===== config.mk =====
export PLATFORM = sky130hd
export DESIGN_NAME = rtc_bcd_calendar
export DESIGN_NICKNAME = d
export VERILOG_FILES = /design/src/rtl/rtc_cal_pkg.sv /design/src/rtl/rtc_cal_counter.sv /design/src/rtl/rtc_cal_shadow.sv /design/src/rtl/rtc_bcd_calendar.sv
export SDC_FILE = /design/constraint.sdc
export NUM_CORES = 1
export LEC_CHECK = 0
export ABC_AREA = 1
export CAP_MARGIN = 40
export CORE_MARGIN = 3
export CORE_UTILIZATION = 40
export DETAILED_ROUTE_END_ITERATION = 12
export PLACE_DENSITY_LB_ADDON = 0.05
export SYNTH_ARGS = -nofsm -noshare
export SYNTH_HDL_FRONTEND = slang
export SYNTH_SLANG_ARGS = --single-unit

===== constraint.sdc =====
create_clock -name clk -period 3.7 [get_ports clk]
set_clock_uncertainty 0.2 [all_clocks]
set_input_delay 0.37 -clock clk [delete_from_list [all_inputs] [get_ports clk]]
set_output_delay 0.37 -clock clk [all_outputs]
set_load 0.05 [all_outputs]

===== src/rtl/rtc_cal_pkg.sv =====
package rtc_cal_pkg;
  localparam int BYTE_W     = 8;
  localparam int NUM_FIELDS = 7;
  localparam int SEL_W      = $clog2(NUM_FIELDS);

  localparam int IDX_SEC  = 0;
  localparam int IDX_MIN  = 1;
  localparam int IDX_HOUR = 2;
  localparam int IDX_DAY  = 3;
  localparam int IDX_MON  = 4;
  localparam int IDX_YEAR = 5;
  localparam int IDX_WDAY = 6;

  localparam int CTRL_RUN   = 0;
  localparam int CTRL_ROUND = 1;
  localparam int CTRL_12H   = 3;
  localparam int CTRL_SNAP  = 6;
  localparam int CTRL_SHSEL = 7;
  localparam int STAT_RUN   = 1;

  typedef logic [BYTE_W-1:0] bcd8_t;

  typedef struct packed {
    logic  wrap;
    bcd8_t val;
  } bcd_step_t;

  function automatic bcd8_t field_reset(int idx);
    return (idx == IDX_DAY || idx == IDX_MON) ? 8'h01 : 8'h00;
  endfunction

  // One BCD increment; at or beyond the top value it wraps to the bottom value.
  function automatic bcd_step_t bcd_step(bcd8_t v, bcd8_t lo, bcd8_t hi);
    bcd_step_t r;
    if (v >= hi) begin
      r.wrap = 1'b1;
      r.val  = lo;
    end else if (v[3:0] >= 4'd9) begin
      r.wrap = 1'b0;
      r.val  = {v[7:4] + 4'd1, 4'd0};
    end else begin
      r.wrap = 1'b0;
      r.val  = {v[7:4], v[3:0] + 4'd1};
    end
    return r;
  endfunction

  // 12-hour step: bit 7 is the afternoon flag, bits 5:0 the BCD hour 01..12.
  function automatic bcd_step_t hour12_step(bcd8_t v);
    bcd_step_t r;
    bcd_step_t inner;
    logic      pm;
    pm    = v[7];
    inner = bcd_step({2'b00, v[5:0]}, 8'h01, 8'h12);
    if (v[5:0] == 6'h11) begin
      r.val  = {~pm, 1'b0, 6'h12};
      r.wrap = pm;
    end else if (v[5:0] >= 6'h12) begin
      r.val  = {pm, 1'b0, 6'h01};
      r.wrap = 1'b0;
    end else begin
      r.val  = {pm, 1'b0, inner.val[5:0]};
      r.wrap = 1'b0;
    end
    return r;
  endfunction

  function automatic logic leap_year(bcd8_t y);
    if (y[4]) return (y[3:0] == 4'd2) || (y[3:0] == 4'd6);
    return (y[3:0] == 4'd0) || (y[3:0] == 4'd4) || (y[3:0] == 4'd8);
  endfunction

  function automatic bcd8_t month_last(bcd8_t m, bcd8_t y);
    case (m)
      8'h02:                      return leap_year(y) ? 8'h29 : 8'h28;
      8'h04, 8'h06, 8'h09, 8'h11: return 8'h30;
      default:                    return 8'h31;
    endcase
  endfunction
endpackage


===== src/rtl/rtc_cal_counter.sv =====
module rtc_cal_counter
  import rtc_cal_pkg::*;
#(
  parameter int N_FIELDS = NUM_FIELDS,
  localparam int SW = $clog2(N_FIELDS)
) (
  input  logic                            clk,
  input  logic                            rst,
  input  logic                            run_i,
  input  logic                            mode12_i,
  input  logic                            tick_i,
  input  logic                            round_i,
  input  logic                            ld_en_i,
  input  logic [SW-1:0]                   ld_sel_i,
  input  logic [BYTE_W-1:0]               ld_data_i,
  output logic [N_FIELDS-1:0][BYTE_W-1:0] fields_o
);
  bcd8_t     nxt [N_FIELDS];
  bcd_step_t s_st, m_st, h24_st, h12_st, h_st, d_st, mo_st, y_st, w_st;
  logic      adv, round_up, c_min, c_hour, c_day, c_mon, c_year;

  assign adv      = tick_i & run_i & ~ld_en_i & ~round_i;
  assign round_up = round_i & (fields_o[IDX_SEC] >= 8'h30);

  always_comb begin
    s_st   = bcd_step(fields_o[IDX_SEC], 8'h00, 8'h59);
    m_st   = bcd_step(fields_o[IDX_MIN], 8'h00, 8'h59);
    h24_st = bcd_step(fields_o[IDX_HOUR], 8'h00, 8'h23);
    h12_st = hour12_step(fields_o[IDX_HOUR]);
    h_st   = mode12_i ? h12_st : h24_st;
    d_st   = bcd_step(fields_o[IDX_DAY], 8'h01,
                      month_last(fields_o[IDX_MON], fields_o[IDX_YEAR]));
    mo_st  = bcd_step(fields_o[IDX_MON], 8'h01, 8'h12);
    y_st   = bcd_step(fields_o[IDX_YEAR], 8'h00, 8'h99);
    w_st   = bcd_step(fields_o[IDX_WDAY], 8'h00, 8'h06);
  end

  assign c_min  = (adv & s_st.wrap) | round_up;
  assign c_hour = c_min & m_st.wrap;
  assign c_day  = c_hour & h_st.wrap;
  assign c_mon  = c_day & d_st.wrap;
  assign c_year = c_mon & mo_st.wrap;

  always_comb begin
    for (int i = 0; i < N_FIELDS; i++) nxt[i] = fields_o[i];
    if (round_i)  nxt[IDX_SEC]  = 8'h00;
    else if (adv) nxt[IDX_SEC]  = s_st.val;
    if (c_min)    nxt[IDX_MIN]  = m_st.val;
    if (c_hour)   nxt[IDX_HOUR] = h_st.val;
    if (c_day) begin
      nxt[IDX_DAY]  = d_st.val;
      nxt[IDX_WDAY] = w_st.val;
    end
    if (c_mon)    nxt[IDX_MON]  = mo_st.val;
    if (c_year)   nxt[IDX_YEAR] = y_st.val;
  end

  for (genvar gi = 0; gi < N_FIELDS; gi++) begin : g_fld
    logic [BYTE_W-1:0] q;
    always_ff @(posedge clk) begin
      if (rst)                                      q <= field_reset(gi);
      else if (ld_en_i && ld_sel_i == SW'(gi))      q <= ld_data_i;
      else                                          q <= nxt[gi];
    end
    assign fields_o[gi] = q;
  end

  assert_stopped_hold_R4: assert property (@(posedge clk) disable iff (rst)
    (!run_i && !ld_en_i && !round_i) |=> (fields_o == $past(fields_o)));

  assert_sec_wrap_R2: assert property (@(posedge clk) disable iff (rst)
    (adv && fields_o[IDX_SEC] == 8'h59) |=> (fields_o[IDX_SEC] == 8'h00));

  assert_year_wrap_R3: assert property (@(posedge clk) disable iff (rst)
    (c_year && fields_o[IDX_YEAR] == 8'h99) |=> (fields_o[IDX_YEAR] == 8'h00));

  assert_pm_flip_R8: assert property (@(posedge clk) disable iff (rst)
    (mode12_i && c_hour && fields_o[IDX_HOUR][5:0] == 6'h11)
      |=> (fields_o[IDX_HOUR][7] != $past(fields_o[IDX_HOUR][7])));

  assert_round_clears_R9: assert property (@(posedge clk) disable iff (rst)
    round_i |=> (fields_o[IDX_SEC] == 8'h00));
endmodule


===== src/rtl/rtc_cal_shadow.sv =====
module rtc_cal_shadow
  import rtc_cal_pkg::*;
#(
  parameter int N_FIELDS = NUM_FIELDS
) (
  input  logic                            clk,
  input  logic                            rst,
  input  logic                            snap_i,
  input  logic [N_FIELDS-1:0][BYTE_W-1:0] live_i,
  output logic [N_FIELDS-1:0][BYTE_W-1:0] shadow_o
);
  for (genvar gi = 0; gi < N_FIELDS; gi++) begin : g_sh
    logic [BYTE_W-1:0] q;
    always_ff @(posedge clk) begin
      if (rst)         q <= field_reset(gi);
      else if (snap_i) q <= live_i[gi];
    end
    assign shadow_o[gi] = q;
  end

  assert_snap_copy_R6: assert property (@(posedge clk) disable iff (rst)
    snap_i |=> (shadow_o == $past(live_i)));

  assert_shadow_hold_R7: assert property (@(posedge clk) disable iff (rst)
    !snap_i |=> $stable(shadow_o));
endmodule


===== src/rtl/rtc_bcd_calendar.sv =====
module rtc_bcd_calendar
  import rtc_cal_pkg::*;
#(
  parameter int              ADDR_W    = 5,
  parameter logic [ADDR_W-1:0] CTRL_ADDR = 5'h08,
  parameter logic [ADDR_W-1:0] STAT_ADDR = 5'h09
) (
  input  logic              clk,
  input  logic              rst,
  input  logic              tick,
  input  logic [ADDR_W-1:0] addr,
  input  logic              wr_en,
  input  logic [BYTE_W-1:0] wr_data,
  output logic [BYTE_W-1:0] rd_data
);
  logic                              run_q, mode12_q, shsel_q;
  logic                              time_hit, ctrl_wr, snap, round;
  logic [SEL_W-1:0]                  sel;
  logic [NUM_FIELDS-1:0][BYTE_W-1:0] live, shadow;
  logic [BYTE_W-1:0]                 rd_next;

  assign time_hit = (addr < ADDR_W'(NUM_FIELDS));
  assign sel      = addr[SEL_W-1:0];
  assign ctrl_wr  = wr_en && (addr == CTRL_ADDR);
  assign snap     = ctrl_wr & wr_data[CTRL_SNAP];
  assign round    = ctrl_wr & wr_data[CTRL_ROUND];

  always_ff @(posedge clk) begin
    if (rst) begin
      run_q    <= 1'b0;
      mode12_q <= 1'b0;
      shsel_q  <= 1'b0;
    end else if (ctrl_wr) begin
      run_q    <= wr_data[CTRL_RUN];
      mode12_q <= wr_data[CTRL_12H];
      shsel_q  <= wr_data[CTRL_SHSEL];
    end
  end

  rtc_cal_counter #(.N_FIELDS(NUM_FIELDS)) u_counter (
    .clk       (clk),
    .rst       (rst),
    .run_i     (run_q),
    .mode12_i  (mode12_q),
    .tick_i    (tick),
    .round_i   (round),
    .ld_en_i   (wr_en && time_hit),
    .ld_sel_i  (sel),
    .ld_data_i (wr_data),
    .fields_o  (live)
  );

  rtc_cal_shadow #(.N_FIELDS(NUM_FIELDS)) u_shadow (
    .clk      (clk),
    .rst      (rst),
    .snap_i   (snap),
    .live_i   (live),
    .shadow_o (shadow)
  );

  always_comb begin
    rd_next = '0;
    if (time_hit) begin
      rd_next = shsel_q ? shadow[sel] : live[sel];
    end else if (addr == CTRL_ADDR) begin
      rd_next[CTRL_RUN]   = run_q;
      rd_next[CTRL_12H]   = mode12_q;
      rd_next[CTRL_SHSEL] = shsel_q;
    end else if (addr == STAT_ADDR) begin
      rd_next[STAT_RUN] = run_q;
    end
  end

  always_ff @(posedge clk) begin
    if (rst) rd_data <= '0;
    else     rd_data <= rd_next;
  end

  assert_strobes_read_zero_R6: assert property (@(posedge clk) disable iff (rst)
    ($past(addr) == CTRL_ADDR) |-> (rd_data[CTRL_SNAP] == 1'b0 && rd_data[CTRL_ROUND] == 1'b0));
endmodule


==> results of run 1 <==
-- metal layers --
layer,track usage [%],share of wire (%),up-vias
met5,0,0,-
met4,5.10,1.0,0
met3,5.36,6.9,19
met2,37.6,44,232
met1,36.7,48,3293
li1,-,-,3504
-- where the power goes --
group | switching, µW | total (µW) | internal [µW]
clock | 610 | 1490 | 877
combinational | 140 | 196 | 55.3
sequential | 8.80 | 1340 | 1330
-- layout make-up --
type / instances / area (µm²) / area share (%)
clock buffers: 22 / 464 / 5.64
clock inverters: 10 / 50.0 / 0.608
inverters: 110 / 423 / 5.14
multi-input cells: 746 / 4190 / 50.9
flip-flops and latches: 123 / 2460 / 29.9
well taps: 225 / 282 / 3.42
repair buffers: 40 / 360 / 4.38
-- worst reg2reg max path: cells and delay by family (launching register included) --
kind                       cells  cell delay (ps)
and+or+nand+nor                9             1070
AOI/OAI and AO/OA              6              920
DFF                            1              510
buffers and inverters          1              190
adders and majority gates      2              390
-- cells in the final DEF, fill, tap and decap left out, types with 5 or more instances in the layout --
master and instances:
a211oi_1 7, a21oi_1 117, a22oi_1 9, a31oi_1 20, buf_4 16, clkbuf_16 17, clkdlybuf4s50_1 24, clkinv_2 10
dfxtp_1 123, ha_1 47, inv_1 98, inv_2 9, nand2_1 177, nand2_2 8, nand2_4 5, nand3_1 55
nand4_1 6, nor2_1 79, nor2_2 6, nor3_1 8, o211ai_1 8, o21ai_0 111, o21ai_1 5, o22ai_1 25
o31ai_1 5, xnor2_1 8, xor2_1 11
-- final timing paths --
kind                      startpoint                       to  slack [ps]  cells past startpoint
max          u_counter.g_fld[4].q[1]  u_counter.g_fld[3].q[4]         360                     18
max reg2reg  u_counter.g_fld[4].q[1]  u_counter.g_fld[3].q[4]         360                     18
min reg2reg    u_shadow.g_sh[4].q[6]    u_shadow.g_sh[4].q[6]         270                      2
min            u_shadow.g_sh[4].q[6]    u_shadow.g_sh[4].q[6]         270                      2
-- registers in the layout (all words and copies together) (netlist names) --
signal and count:
u_shadow.g_sh.q 56, u_counter.g_fld.q 56, run_q 1, rd_data 8, shsel_q 1, mode12_q 1
-- cell families (layout without fill, tap and decap cells) --
group,after synthesis,in the layout
AO/OA/AOI/OAI,320,320
adder cells (fa/ha/maj),47,47
flip-flops,123,123
buffers and inverters,153,182
XOR/XNOR,19,19
AND/OR/NAND/NOR,360,360
-- through the flow --
stage               std cells  power [µW]  utilization (%)
floorplan                1022        1480                -
global placement         1244        1560             44.0
detailed placement       1244        1560             44.0
CTS                      1276        3050             46.9
global route             1276        3120             46.9
finish                   1276        3030             46.9
==> impl_metrics.env, run 1 <==
export IMPL_setup_viol=0
export IMPL_ctsRootBufferMaster="clkbuf_16"
export IMPL_synth_cell_type_count=50
export IMPL_wl_per_cell_um=19.3
export IMPL_wl_mm=24.7
export IMPL_cp_required_ps=3850
export IMPL_start_util_pct=41.5
export IMPL_synthSimpleGateAreaFrac_pct=22.2
export IMPL_tightestPinTransition_ps=633
export IMPL_layout_min_cycle_time_ps=3340
export IMPL_drv_cap=0
export IMPL_insertion_delay_ps=420
export IMPL_outcome="completed"
export IMPL_overflow=0
export IMPL_critPathLaunchType="flip-flop"
export IMPL_postCtsResizedCells=0
export IMPL_via_per_inst=5.52
export IMPL_dp_hpwl_mm=18.1
export IMPL_tritoncts="yes"
export IMPL_port_buffers=24
export IMPL_vias=7048
export IMPL_fp_coreArea_um2=17500
export IMPL_synth_xor_xnor_area_share_pct=2.29
export IMPL_leakage_uw=0.00335
export IMPL_syn_instance_count=1022
export IMPL_ys_seq_area_share_pct=33.8
export IMPL_synth_edf_count=0
export IMPL_htreeDepth=4
export IMPL_synthTopCellsByCount="177 x nand2_1, 123 x dfxtp_1, 117 x a21oi_1, 111 x o21ai_0, 99 x inv_1"
export IMPL_postCtsSetupBuffers=0
export IMPL_cts_hold_buf=0
export IMPL_critPathBufInv=1
export IMPL_hold_viol=0
export IMPL_critPathCaptureType="flip-flop"
export IMPL_async_flop_share_pct=0
export IMPL_cp_top_family="simple AND/OR/NAND/NOR gates"
export IMPL_drt_iter0_drc=681
export IMPL_grt_max_degree=64
export IMPL_synth_warnings=0
export IMPL_place_gp_congestion=0.904
export IMPL_rsz0062_at_grt="no"
export IMPL_fillerInstances=1815
export IMPL_grt_pass1_wl_mm=38.1
export IMPL_die_h_um=141
export IMPL_synth_compound_area_share_pct=24.9
export IMPL_period_share_pct=90.4
export IMPL_dieArea_um2=19900
export IMPL_relSlewSlack_pct=57.7
export IMPL_critPathArrivalTime_ps=3490
export IMPL_pre_cts_ws_ps=421
export IMPL_cts_buffers=17
export IMPL_yosysMostFrequentCell="nand2_1"
export IMPL_area_delta_synth_final_pct=13.1
export IMPL_holdWs_ps=274
export IMPL_ioPinCount=25
export IMPL_synthAdderAreaFrac_pct=8.08
export IMPL_fmax_ghz=0.299
export IMPL_max_stage_delay_ps=510
export IMPL_critical_path_most_common_cell="nand2_1"
export IMPL_synth_area_um2=7280
export IMPL_synth_top_family_by_area="compound AO/OA/AOI/OAI gates"
export IMPL_stdcell_area_um2=8230
export IMPL_clock_sinks=123
export IMPL_grt_pass1_vias=6412
export IMPL_clk_path_buf_depth=2
export IMPL_crit_chain="inv_1, ha_1, o21ai_0, o21ai_0, a32oi_1, nor2_1, a31oi_1, ha_1, nand2_1, nand3_1, nand2_1, nand2_1, nand3b_1, nor3_1, nand2_1, o21ai_0, nand3_1, a21oi_1"
export IMPL_worstHoldPathType="flip-flop to flip-flop"
export IMPL_grt_usage_pct=24.9
export IMPL_chipWidth_um=141
export IMPL_antenna_found_initial=0
export IMPL_yosysTopAreaCell="dfxtp_1"
export IMPL_synth_top_cell_area_share_pct=33.8
export IMPL_synth_nets=1086
export IMPL_slowest_stage="dfxtp_1"
export IMPL_setup_tns_ps=0
export IMPL_layout_drive_gt1_share_pct=8.75
export IMPL_synth_seq_cells=123
export IMPL_synth_area_leaders="dfxtp_1 34%, nand2_1 9.1%, ha_1 8.1%"
export IMPL_placed_cell_area_um2=7720
export IMPL_clk_pin_slew_ps=50
export IMPL_diodes=0
export IMPL_synth_mux_area_share_pct=0
export IMPL_finalMaxSlewViolations=0
export IMPL_ant_nets=0
export IMPL_syn_area_per_cell_um2=7.12
export IMPL_drcViolationCount=0
export IMPL_ys_flop_type="dfxtp_1"
export IMPL_setup_ws_ps=356
export IMPL_rows=48
export IMPL_power_density_nw_per_um2=368
export IMPL_crit_fanout=6
export IMPL_drt_pre_antenna_iters=6
export IMPL_vdd_drop_max_mv=0.299
export IMPL_worstSetupPathType="flip-flop to flip-flop"
export IMPL_fin_nets=1102
(Power assumes the default switching activity.)
==> run 2: changes to the inputs <==
PLACE_DENSITY_LB_ADDON = not set   (was 0.05)
==> run 2 against run 1 <==
  * Worst setup slack better by 15 ps
  * Clock-buffer cell count down 3
  * Via count up 2.7%
  * First-iteration DRC count up 27%
  * Power up 9.3%
  * Routed wire length down 2.2%
  * Non-clock buffer count up 1
  * Clock power up 18%
  * Register-to-register slack about the same
  * Worst hold slack worse by 19 ps
  * Highest routed layer unchanged
==> impl_metrics.env, run 2 (same netlist as run 1, synthesis figures left out) <==
export IMPL_layout_min_cycle_time_ps=3330
export IMPL_outcome="completed"
export IMPL_cp_required_ps=3860
export IMPL_ant_nets=0
export IMPL_fin_nets=1103
export IMPL_power_density_nw_per_um2=395
export IMPL_critPathCaptureType="flip-flop"
export IMPL_via_per_inst=5.67
export IMPL_drt_pre_antenna_iters=6
export IMPL_tightestPinTransition_ps=700
export IMPL_stdcell_count=1277
export IMPL_cts_buffers=17
export IMPL_place_inst=1245
export IMPL_grt_usage_pct=24.3
export IMPL_setup_ws_ps=371
export IMPL_place_gp_congestion=0.957
export IMPL_finalMaxSlewViolations=0
export IMPL_wl_per_cell_um=18.9
export IMPL_critPathLaunchType="flip-flop"
export IMPL_drt_iter0_drc=862
export IMPL_grt_pass1_wl_mm=37.4
export IMPL_dp_hpwl_mm=17.4
export IMPL_ctsRootBufferMaster="clkbuf_16"
export IMPL_largestRegisters="u_counter.g_fld.q x56, u_shadow.g_sh.q x56, rd_data x8"
export IMPL_hold_viol=0
export IMPL_vdd_drop_max_mv=0.539
export IMPL_leakage_uw=0.00337
export IMPL_vias=7235
export IMPL_fp_coreArea_um2=17500
export IMPL_port_buffers=24
export IMPL_clk_path_buf_depth=2
export IMPL_pre_cts_ws_ps=441
export IMPL_diodes=0
export IMPL_layout_drive_gt1_share_pct=9.22
export IMPL_drv_cap=0
export IMPL_relSlewSlack_pct=53.2
export IMPL_setup_viol=0
export IMPL_tritoncts="yes"
export IMPL_grt_max_degree=74
export IMPL_holdWs_ps=255
export IMPL_critPathArrivalTime_ps=3490
export IMPL_start_util_pct=41.5
export IMPL_ioPinCount=25
export IMPL_rows=48
export IMPL_htreeDepth=4
export IMPL_area_delta_synth_final_pct=14.9
export IMPL_postCtsSetupBuffers=0
export IMPL_chipWidth_um=141
export IMPL_drcViolationCount=0
export IMPL_antenna_found_initial=0
export IMPL_rsz0062_at_grt="no"
export IMPL_period_share_pct=90.0
export IMPL_wl_mm=24.1
export IMPL_setup_tns_ps=0
export IMPL_mostFrequentLayoutCell="nand2_1"
export IMPL_worstSetupPathType="flip-flop to flip-flop"
export IMPL_dieArea_um2=19900
export IMPL_overflow=0
export IMPL_layout_common_cells="177 x nand2_1, 123 x dfxtp_1, 117 x a21oi_1, 111 x o21ai_0, 98 x inv_1"
export IMPL_die_h_um=141
export IMPL_fmax_ghz=0.300
export IMPL_worstHoldPathType="flip-flop to flip-flop"
export IMPL_crit_fanout=6
export IMPL_insertion_delay_ps=430
export IMPL_clock_sinks=123
export IMPL_clk_pin_slew_ps=60
export IMPL_grt_pass1_vias=6600
## run 2: changes by cell type in the layout (fill, tap and decap cells not counted), sizes merged
| cell | previous run | this run |
|---|---|---|
| clkbuf | 22 | 19 |
| inv | 109 | 110 |
| clkinv | 11 | 5 |
| buf | 16 | 17 |
| bufinv | 0 | 3 |
| clkinvlp | 0 | 5 |
## run 2: layer usage
layer  up-vias  wire, µm  part of all wire, %  track usage (%)
met5         -         0                    0                0
met4         0       626                  2.6             8.31
met3        48      1960                  8.1             5.60
met2       308     10600                   44             36.7
met1      3370     10900                   45             34.0
li1       3509         -                    -                -
## run 2: critical path, stage by stage, from the launching register on
cell,delay (ps)
dfxtp_1,450
inv_1,170
ha_1,210
o21ai_0,130
o21ai_0,100
a32oi_1,230
nor2_1,70
a31oi_1,200
ha_1,190
nand2_1,60
nand3_1,80
nand2_1,50
nand2_1,60
nand3b_1,260
nor3_1,400
nand2_1,80
o21ai_0,100
nand3_1,100
a21oi_1,120
## run 2: path summary, 6_finish.rpt
kind	slack (ps)	from	endpoint	depth (start not counted)
setup / recovery	370	u_counter.g_fld[4].q[1]	u_counter.g_fld[3].q[4]	18
hold / removal	250	u_shadow.g_sh[4].q[6]	u_shadow.g_sh[4].q[6]	2
setup reg to reg	370	u_counter.g_fld[4].q[1]	u_counter.g_fld[3].q[4]	18
hold reg to reg	250	u_shadow.g_sh[4].q[6]	u_shadow.g_sh[4].q[6]	2
## run 2: cell type report
type	instances	area, µm²
clock buffers	19	453
inverters	110	423
fillers	1779	9180
clock inverters	13	168
well taps	225	282
repair buffers	41	380
flip-flops and latches	123	2460
multi-input cells	746	4190
## run 2: where the power goes
group          leakage (µW)  switching [µW]  internal (µW)
combinational       0.00209             144           56.4
sequential         0.000992            8.60           1330
clock              0.000288             666           1100
total               0.00337             819           2490
## run 2: what timing repair did
item                                    CTS  global route
hold buffers                              0             0
gates resized for setup                   0             1
endpoints found under the setup margin    0             1
## run 2: per-stage QoR
stage / area (µm²) / utilization (%) / power (µW)
after global routing: 8360 / 47.7 / 3390
final: 8360 / 47.7 / 3310
after global placement: 7740 / 44.1 / 1570
after CTS: 8360 / 47.7 / 3320
after floorplan: 7280 / - / 1480
after detailed placement: 7740 / 44.1 / 1570
==> run 3: changes to the inputs <==
ABC_AREA = not set   (was 1)
==> run 3 against run 2 <==
  * Clock power hardly changed
  * Worst hold slack worse by 75 ps
  * Power decreased by 0.84%
  * Synthesized cell count is 12% lower
==> impl_metrics.env, run 3 <==
export IMPL_drcViolationCount=0
export IMPL_dieArea_um2=20200
export IMPL_layout_drive_gt1_share_pct=12.9
export IMPL_dp_hpwl_mm=15.8
export IMPL_layout_min_cycle_time_ps=3500
export IMPL_stdcell_count=1168
export IMPL_critPathCaptureType="flip-flop"
export IMPL_synthTopCellsByCount="173 x nand2_1, 123 x dfxtp_1, 91 x a21oi_1, 56 x nor2_1"
export IMPL_vias=6735
export IMPL_hold_viol=0
export IMPL_fin_nets=990
export IMPL_layout_common_cells="173 x nand2_1, 122 x dfxtp_1, 91 x a21oi_1, 56 x nor2_1, 47 x ha_1"
export IMPL_setup_viol=0
export IMPL_grt_max_degree=42
export IMPL_grt_pass1_vias=6257
export IMPL_synth_warnings=0
export IMPL_ys_seq_area_share_pct=33.3
export IMPL_grt_usage_pct=22.7
export IMPL_synth_area_leaders="dfxtp_1 33%, nand2_1 8.8%, ha_1 7.9%"
export IMPL_synth_area_um2=7400
export IMPL_fp_coreArea_um2=18100
export IMPL_r2r_slack_ps=200
export IMPL_htreeDepth=4
export IMPL_holdWs_ps=180
export IMPL_port_buffers=24
export IMPL_top_layer="met4"
export IMPL_overflow=0
export IMPL_drt_iter0_drc=540
export IMPL_synth_top_cell_area_share_pct=33.3
export IMPL_syn_instance_count=901
export IMPL_fin_util_pct=47.7
export IMPL_drt_pre_antenna_iters=6
export IMPL_via_per_inst=5.77
export IMPL_power_density_nw_per_um2=380
export IMPL_worstSetupPathType="flip-flop to flip-flop"
export IMPL_drv_cap=0
export IMPL_chipWidth_um=142
export IMPL_async_flop_share_pct=0
export IMPL_yosysTopAreaCell="dfxtp_1"
export IMPL_met2_length_mm=10.1
export IMPL_crit_start="u_counter.g_fld[4].q[0]"
export IMPL_insertion_delay_ps=430
export IMPL_period_share_pct=94.7
export IMPL_crit_fanout=7
export IMPL_met3_wirelength_mm=1.42
export IMPL_ctsRootBufferMaster="clkbuf_16"
export IMPL_synth_edf_count=0
export IMPL_area_delta_synth_final_pct=16.4
export IMPL_largestRegisters="u_counter.g_fld.q x56, u_shadow.g_sh.q x56, rd_data x8"
export IMPL_fmax_ghz=0.286
export IMPL_place_gp_congestion=0.905
export IMPL_ioPinCount=25
export IMPL_tightestPinTransition_ps=675
export IMPL_reg2reg_depth=13
export IMPL_finalMaxSlewViolations=0
export IMPL_outcome="completed"
export IMPL_synth_nets=965
export IMPL_ant_nets=0
export IMPL_critPathArrivalTime_ps=3650
export IMPL_yosysMostFrequentCell="nand2_1"
export IMPL_setup_tns_ps=0
export IMPL_synth_seq_cells=123
export IMPL_worstHoldPathType="input port to flip-flop"
export IMPL_grt_pass1_wl_mm=35.5
export IMPL_vdd_drop_max_mv=0.311
export IMPL_antenna_found_initial=0
export IMPL_clk_pin_slew_ps=60
export IMPL_r2r_end="u_counter.g_fld[5].q[7]"
export IMPL_rows=49
export IMPL_leakage_uw=0.00314
export IMPL_setup_ws_ps=198
export IMPL_met1_length_mm=10.2
export IMPL_synth_cell_type_count=72
export IMPL_clock_sinks=123
export IMPL_clk_path_buf_depth=2
export IMPL_wl_per_cell_um=19.3
export IMPL_syn_area_per_cell_um2=8.22
export IMPL_holdCritStartpoint="rst"
export IMPL_relSlewSlack_pct=54.6
export IMPL_die_h_um=142
export IMPL_cts_buffers=17
export IMPL_wl_mm=22.6
export IMPL_cp_required_ps=3840
export IMPL_mostFrequentLayoutCell="nand2_1"
export IMPL_crit_end="u_counter.g_fld[5].q[7]"
export IMPL_r2r_start="u_counter.g_fld[4].q[0]"
export IMPL_start_util_pct=40.9
export IMPL_place_inst=1134
export IMPL_diodes=0
export IMPL_ys_flop_type="dfxtp_1"
export IMPL_critPathLaunchType="flip-flop"
export IMPL_rsz0062_at_grt="no"
export IMPL_tritoncts="yes"
export IMPL_pre_cts_ws_ps=106
## run 3: worst min-delay path by stage
stage | end | slack (ps) | cells past startpoint
finish | u_counter.g_fld[3].q[7] | 180 | 2
detailed placement | u_shadow.g_sh[4].q[6] | 250 | 2
global route | u_shadow.g_sh[4].q[1] | 200 | 2
CTS | u_counter.g_fld[3].q[7] | 160 | 2
global placement | u_shadow.g_sh[1].q[2] | 240 | 2
floorplan | u_shadow.g_sh[1].q[0] | 230 | 2
## run 3: report_power, final
group,leakage (µW),internal (µW),switching [µW]
clock,0.000297,1100,663
sequential,0.000991,1330,8.12
combinational,0.00185,59.6,119
total,0.00314,2490,790
## run 3: area by class of cell
type | instances | area, µm²
fillers | 1756 | 9470
clock inverters | 13 | 163
flip-flops and latches | 123 | 2460
multi-input cells | 681 | 4570
repair buffers | 66 | 547
clock buffers | 19 | 453
well taps | 229 | 287
inverters | 37 | 139
## run 3: cells by family after synthesis
kind of cell	Yosys count	synth area share, %
muxes	48	10.4
xor gates and xnor gates	5	0.591
and+or+nand+nor	342	21.7
adders and majority gates	47	7.94
buffers and inverters	97	5.19
AOI/OAI and AO/OA	239	20.9
DFF	123	33.3
## run 3: repair_timing
item | in CTS | in global routing
hold buffers | 0 | 0
resized for setup | 0 | 3
endpoints found under the setup margin | 0 | 17
setup buffers | 0 | 2
## run 3: critical path, stage by stage (launching register included)
cell       delay (ps)
dfxtp_2           360
inv_1             120
ha_1              220
o211ai_1          110
a21oi_1           150
o21ai_1           100
mux2_2            280
ha_1              270
nor4b_1            40
a2bb2oi_1         190
a22oi_2           400
nand4_4           190
or4_1             520
a311oi_2          260
## run 3: layer usage
metal  up-vias  global-route usage, %
met5         -                      0
met4         0                   9.55
met3        55                   4.37
met2       230                   35.2
met1      3175                   31.0
li1       3275                      -
## run 3: stage by stage
stage / total power, µW / cell area, µm²
floorplan: 1470 / 7400
global placement: 1540 / 7970
detailed placement: 1540 / 7980
CTS: 3300 / 8600
global route: 3370 / 8620
finish: 3280 / 8620
